[src/rtl/ntt16_pkg.sv]
package ntt16_pkg;

  typedef enum logic [2:0] {
    PH_LOAD,
    PH_COL1,
    PH_TWID,
    PH_COL2,
    PH_DRAIN
  } phase_t;

  // base^e mod m, evaluated at elaboration for table generation
  function automatic int unsigned powmod(input int unsigned base,
                                         input int unsigned e,
                                         input int unsigned m);
    longint unsigned r;
    r = 1;
    for (int unsigned i = 0; i < e; i++) r = (r * longint'(base)) % longint'(m);
    return int'(r);
  endfunction

endpackage

[src/rtl/ntt16_mac.sv]
module ntt16_mac #(
  parameter int Q = 97,
  parameter int W = 7
) (
  input  logic         clk,
  input  logic         rst,
  input  logic         en,
  input  logic         first,
  input  logic [W-1:0] a,
  input  logic [W-1:0] b,
  output logic [W-1:0] sum
);
  localparam int PW = 2 * W + 1;

  logic [W-1:0]  acc;
  logic [PW-1:0] wide;

  always_comb begin
    wide = (first ? '0 : PW'(acc)) + PW'(a) * PW'(b);
    sum  = W'(wide % PW'(Q));
  end

  always_ff @(posedge clk) begin
    if (rst)     acc <= '0;
    else if (en) acc <= sum;
  end
endmodule

[src/rtl/ntt16_ctrl.sv]
module ntt16_ctrl
  import ntt16_pkg::*;
#(
  parameter int SIDE = 4,
  localparam int N  = SIDE * SIDE,
  localparam int CW = $clog2(N),
  localparam int TW = $clog2(SIDE)
) (
  input  logic          clk,
  input  logic          rst,
  input  logic          in_fire,
  input  logic          out_fire,
  output phase_t        phase,
  output logic [CW-1:0] cnt,
  output logic [TW-1:0] term,
  output logic          cnt_last,
  output logic          wr_en,
  output logic          mac_en,
  output logic          first
);
  logic term_last;
  logic dot_phase;

  assign cnt_last  = (cnt == CW'(N - 1));
  assign term_last = (term == TW'(SIDE - 1));
  assign dot_phase = (phase == PH_COL1) || (phase == PH_COL2);
  assign mac_en    = dot_phase || (phase == PH_TWID);
  assign wr_en     = (dot_phase && term_last) || (phase == PH_TWID);
  assign first     = (term == '0);

  always_ff @(posedge clk) begin
    if (rst) begin
      phase <= PH_LOAD;
      cnt   <= '0;
      term  <= '0;
    end else begin
      case (phase)
        PH_LOAD: if (in_fire) begin
          cnt <= cnt_last ? '0 : cnt + 1'b1;
          if (cnt_last) phase <= PH_COL1;
        end
        PH_COL1, PH_COL2: begin
          term <= term_last ? '0 : term + 1'b1;
          if (term_last) begin
            cnt <= cnt_last ? '0 : cnt + 1'b1;
            if (cnt_last) phase <= (phase == PH_COL1) ? PH_TWID : PH_DRAIN;
          end
        end
        PH_TWID: begin
          cnt <= cnt_last ? '0 : cnt + 1'b1;
          if (cnt_last) phase <= PH_COL2;
        end
        PH_DRAIN: if (out_fire) begin
          cnt <= cnt_last ? '0 : cnt + 1'b1;
          if (cnt_last) phase <= PH_LOAD;
        end
        default: phase <= PH_LOAD;
      endcase
    end
  end
endmodule

[src/rtl/ntt16_fourstep.sv]
module ntt16_fourstep
  import ntt16_pkg::*;
#(
  parameter int Q     = 97,
  parameter int OMEGA = 8,
  parameter int SIDE  = 4,
  localparam int W    = $clog2(Q)
) (
  input  logic         clk,
  input  logic         rst,
  input  logic         in_valid,
  output logic         in_ready,
  input  logic [W-1:0] in_data,
  output logic         out_valid,
  input  logic         out_ready,
  output logic [W-1:0] out_data,
  output logic         busy
);
  localparam int N  = SIDE * SIDE;
  localparam int CW = $clog2(N);
  localparam int TW = $clog2(SIDE);

  phase_t        phase;
  logic [CW-1:0] cnt;
  logic [TW-1:0] term;
  logic          cnt_last, wr_en, mac_en, first;
  logic          in_fire, out_fire;
  logic [W-1:0]  op_a, coef, mac_sum;
  logic [W-1:0]  out_q;

  // Small transform kernel (omega^SIDE powers) and full twiddle powers.
  logic [W-1:0] w_tab  [SIDE];
  logic [W-1:0] tw_tab [N];
  for (genvar i = 0; i < SIDE; i++) begin : g_wtab
    assign w_tab[i] = W'(powmod(OMEGA, SIDE * i, Q));
  end
  for (genvar i = 0; i < N; i++) begin : g_twtab
    assign tw_tab[i] = W'(powmod(OMEGA, i, Q));
  end

  // Working stores; no reset so they can map to RAM.
  logic [W-1:0] buf_a [N];
  logic [W-1:0] buf_b [N];

  assign in_ready  = (phase == PH_LOAD);
  assign out_valid = (phase == PH_DRAIN);
  assign busy      = (phase == PH_COL1) || (phase == PH_TWID) || (phase == PH_COL2);
  assign in_fire   = in_valid && in_ready;
  assign out_fire  = out_valid && out_ready;
  assign out_data  = out_q;

  ntt16_ctrl #(.SIDE(SIDE)) u_ctrl (
    .clk(clk), .rst(rst), .in_fire(in_fire), .out_fire(out_fire),
    .phase(phase), .cnt(cnt), .term(term), .cnt_last(cnt_last),
    .wr_en(wr_en), .mac_en(mac_en), .first(first)
  );

  ntt16_mac #(.Q(Q), .W(W)) u_mac (
    .clk(clk), .rst(rst), .en(mac_en), .first(first),
    .a(op_a), .b(coef), .sum(mac_sum)
  );

  // Operand and coefficient selection. cnt = SIDE*hi + lo.
  // Column pass 1: slot (k1=hi, n2=lo) = sum_n1 x[SIDE*n1+n2] * w^(k1*n1)
  // Twiddle pass : slot (k1=hi, n2=lo) *= omega^(k1*n2)
  // Column pass 2: output k with k1=lo, k2=hi = sum_n2 Z[k1][n2] * w^(n2*k2)
  always_comb begin
    int hi, lo, t;
    hi   = int'(cnt) / SIDE;
    lo   = int'(cnt) % SIDE;
    t    = int'(term);
    op_a = '0;
    coef = '0;
    case (phase)
      PH_COL1: begin
        op_a = buf_a[CW'(t * SIDE + lo)];
        coef = w_tab[TW'((hi * t) % SIDE)];
      end
      PH_TWID: begin
        op_a = buf_b[cnt];
        coef = tw_tab[CW'((hi * lo) % N)];
      end
      PH_COL2: begin
        op_a = buf_b[CW'(lo * SIDE + t)];
        coef = w_tab[TW'((t * hi) % SIDE)];
      end
      default: ;
    endcase
  end

  logic         a_we, b_we;
  logic [W-1:0] a_wd;
  assign a_we = in_fire || (wr_en && phase == PH_COL2);
  assign a_wd = in_fire ? in_data : mac_sum;
  assign b_we = wr_en && (phase == PH_COL1 || phase == PH_TWID);

  always_ff @(posedge clk) begin
    if (a_we) buf_a[cnt] <= a_wd;
    if (b_we) buf_b[cnt] <= mac_sum;
  end

  // Registered output word, preloaded as the final result is written.
  always_ff @(posedge clk) begin
    if (rst) out_q <= '0;
    else if (wr_en && phase == PH_COL2 && cnt_last) out_q <= buf_a[0];
    else if (out_fire && !cnt_last) out_q <= buf_a[cnt + 1'b1];
  end
endmodule

[config.mk]
export PLATFORM = sky130hd
export DESIGN_NAME = ntt16_fourstep
export DESIGN_NICKNAME = d
export VERILOG_FILES = /design/src/rtl/ntt16_pkg.sv /design/src/rtl/ntt16_mac.sv /design/src/rtl/ntt16_ctrl.sv /design/src/rtl/ntt16_fourstep.sv
export SDC_FILE = /design/constraint.sdc
export NUM_CORES = 1
export LEC_CHECK = 0
export ABC_AREA = 1
export BUFFER_PORTS_ARGS = -buffer_cell sky130_fd_sc_hd__buf_4
export CORE_MARGIN = 3
export CORE_UTILIZATION = 40
export CTS_CLUSTER_SIZE = 12
export DETAILED_ROUTE_END_ITERATION = 6
export GPL_TIMING_DRIVEN = 0
export PLACE_DENSITY_LB_ADDON = 0.15
export SLEW_MARGIN = 0
export SYNTH_ARGS = -nofsm -noshare
export SYNTH_HDL_FRONTEND = slang
export SYNTH_SLANG_ARGS = --single-unit
[constraint.sdc]
create_clock -name clk -period 32.6 [get_ports clk]
set_clock_uncertainty 0.2 [all_clocks]
set_input_delay 4.89 -clock clk [delete_from_list [all_inputs] [get_ports clk]]
set_output_delay 4.89 -clock clk [all_outputs]
set_load 0.02 [all_outputs]
==> qor.yml <==
finalCritPeriodShare_pct: 43.7
drc: 0
grt-ovfl-total: 0
root_buffer: "clkbuf_16"
wl_met1_um: 24000
synth_nets: 2226
die_area_um2: 45100
synth_seq_cells: 251
powerDensity_nw_per_um2: 39.1
vdd_ir_drop_max_v: 0.0000321
io_buffers: 19
rows: 74
synth.area.top_cells: "edfxtp_1 40%, o21ai_0 8.5%, nand2_1 8.4%"
final-hold-violation-count: 0
drt-initial-drc-count: 1696
yosysUniqueCellTypes: 48
die_h_um: 212
slowest_stage: "nand2_1"
fmax_mhz: 70.2
dp_hpwl_um: 43100
cp.required_ns: 32.65
die_x_um: 212
cts_resized: 0
cpPeakStageDelay_ns: 0.72
cts_tree: "yes"
avgRoutedWirePerCell_um: 21.1
cts_sinks: 251
cts_buffer_depth: 3
synth_area_um2: 17000
whs_ns: 0.276
synth_seq_area_share_pct: 42.7
synthArstFlopShare_pct: 0
synth_edf_count: 224
worstPathArrival_ns: 14.30
rsz0062_at_grt: "false"
dr_wl_met3_um: 4720
wl_met2_um: 26500
pin_count: 21
syn_avg_cell_area_um2: 7.99
setup_tns_ns: 0
critPathMaxFanout: 17
post-cts-setup-buffers: 0
cts_buffers: 28
report.final.slew_viol_count: 0
synth_largest_area_cell: "edfxtp_1"
critPathLaunchType: "register"
diodes: 0
clkTransAtPathRegs_ns: 0.06
crit_path_frequent_cell: "nand2_1"
drive_above_1_share_pct: 6.86
status: "completed"
core_area_um2: 41400
grtUsageTotal_pct: 25.4
criticalPathCategory: "reg2reg"
ys_warn_count: 0
final_nets: 2275
vias_per_cell: 5.66
grt_pass1_vias: 14884
ant_nets: 0
multiInputGateArea_um2: 8290
grt_pass1_wl_um: 87600
grt_max_degree: 18
tightest_slew_ns: 1.38
setup_violations: 0
dp_slack_ns: 18.37
gp_congestion: 0.942
maxSlewHeadroom_pct: 7.10
synth-main-ff-cell: "edfxtp_1"
via_count: 15476
worstSkewPairLatency_ns: 0.57
antenna_found_initial: 0
ff_latch_area_um2: 7270
min_path_type: "reg2reg"
end_kind: "register"
n_fill_cell: 4083
power.static_leakage_uw: 0.00788
syn_to_final_growth_pct: 9.83
drt_wl_total_um: 57700
topRoutingLayerUsed: "met4"
fin_crit_ns: 14.25
initial_core_util_pct: 41.1
drtPass1Iterations: 5
setup_ws_ns: 18.35
syn_inst: 2130
htreeDepth: 1
maxCapViolations: 0
cts_hold_buf: 0
synth_top_cell_area_share_pct: 39.5
finish.utilization_pct: 45.2
## flip-flops by register name (all words and copies together) (netlist names), named ones only
name	count
buf_a	112
u_ctrl.term	2
u_ctrl.cnt	4
out_data	7
buf_b	112
u_ctrl.phase	3
u_mac.acc	7
## cells in the final DEF, fill, tap and decap left out, types with 24 or more instances in the layout
cell | synthesis | final
a21oi_1 | 218 | 218
clkbuf_1 | 84 | 93
clkbuf_16 | 0 | 29
dfxtp_1 | 27 | 27
edfxtp_1 | 224 | 224
fa_1 | 31 | 31
ha_1 | 54 | 54
inv_1 | 281 | 281
nand2_1 | 382 | 382
nand2_2 | 24 | 24
nand3_1 | 99 | 99
nor2_1 | 177 | 177
o211ai_1 | 47 | 47
o21ai_0 | 290 | 290
## routing by layer
layer  vias to the layer above  track usage (%)
met5                         -                0
met2                       719             41.7
met3                       141             3.56
met4                         0             10.8
met1                      7315             33.8
li1                       7301                -
## worst paths after layout
kind | slack [ns] | to | cells after the start | startpoint
hold reg to reg | 0.28 | out_data[6]$_SDFFE_PP0P_ | 2 | out_data[6]$_SDFFE_PP0P_
setup / recovery | 18.35 | buf_a[15][1]$_DFFE_PP_ | 69 | u_ctrl.cnt[0]$_SDFFE_PP0P_
hold / removal | 0.28 | out_data[6]$_SDFFE_PP0P_ | 2 | out_data[6]$_SDFFE_PP0P_
setup reg to reg | 18.35 | buf_a[15][1]$_DFFE_PP_ | 69 | u_ctrl.cnt[0]$_SDFFE_PP0P_
## synth_stat cells (27+ instances only)
cell and number:
o21ai_0 290, nor2_1 177, ha_1 54, o211ai_1 47, edfxtp_1 224, clkbuf_1 84
fa_1 31, nand2_1 382, inv_1 281, nand3_1 99, dfxtp_1 27, a21oi_1 218
## report_power, final
part | total, uW | internal (uW) | switching [uW]
registers | 352 | 350 | 1.59
logic | 74.4 | 18.7 | 55.7
clock network | 304 | 170 | 133
total | 730 | 539 | 191
## cell type report
cell class	count	share of cell area, %
buffer	92	1.85
clock buffer	38	4.06
clock inverter	13	0.482
inverter	301	6.05
multi-input combinational	1486	44.3
sequential	251	38.9
tap	532	3.56
timing repair buffer	19	0.763
## stage by stage
stage	total power, uW	cell area, um2	cells
floorplan	402	17000	2130
global placement	430	17800	2681
detailed placement	430	17800	2681
CTS	730	18700	2732
global route	751	18700	2732
finish	730	18700	2732
## critical path: cells and delay by family, from the launching register on
family          cells  cell delay, ns
simple gates       46            6.96
compound gates      7            1.63
flops               1            0.36
fa+ha+maj           6            2.52
buf+inv            10            2.20
## cell families (layout without fill, tap and decap cells)
group / Yosys count / after routing / share of synthesized area (%)
xor+xnor: 24 / 24 / 1.28
simple gates: 776 / 776 / 20.8
fa+ha+maj: 85 / 85 / 7.62
flops: 251 / 251 / 42.7
buf+inv: 393 / 463 / 8.68
compound gates: 601 / 601 / 18.9
(Power assumes the default switching activity.)
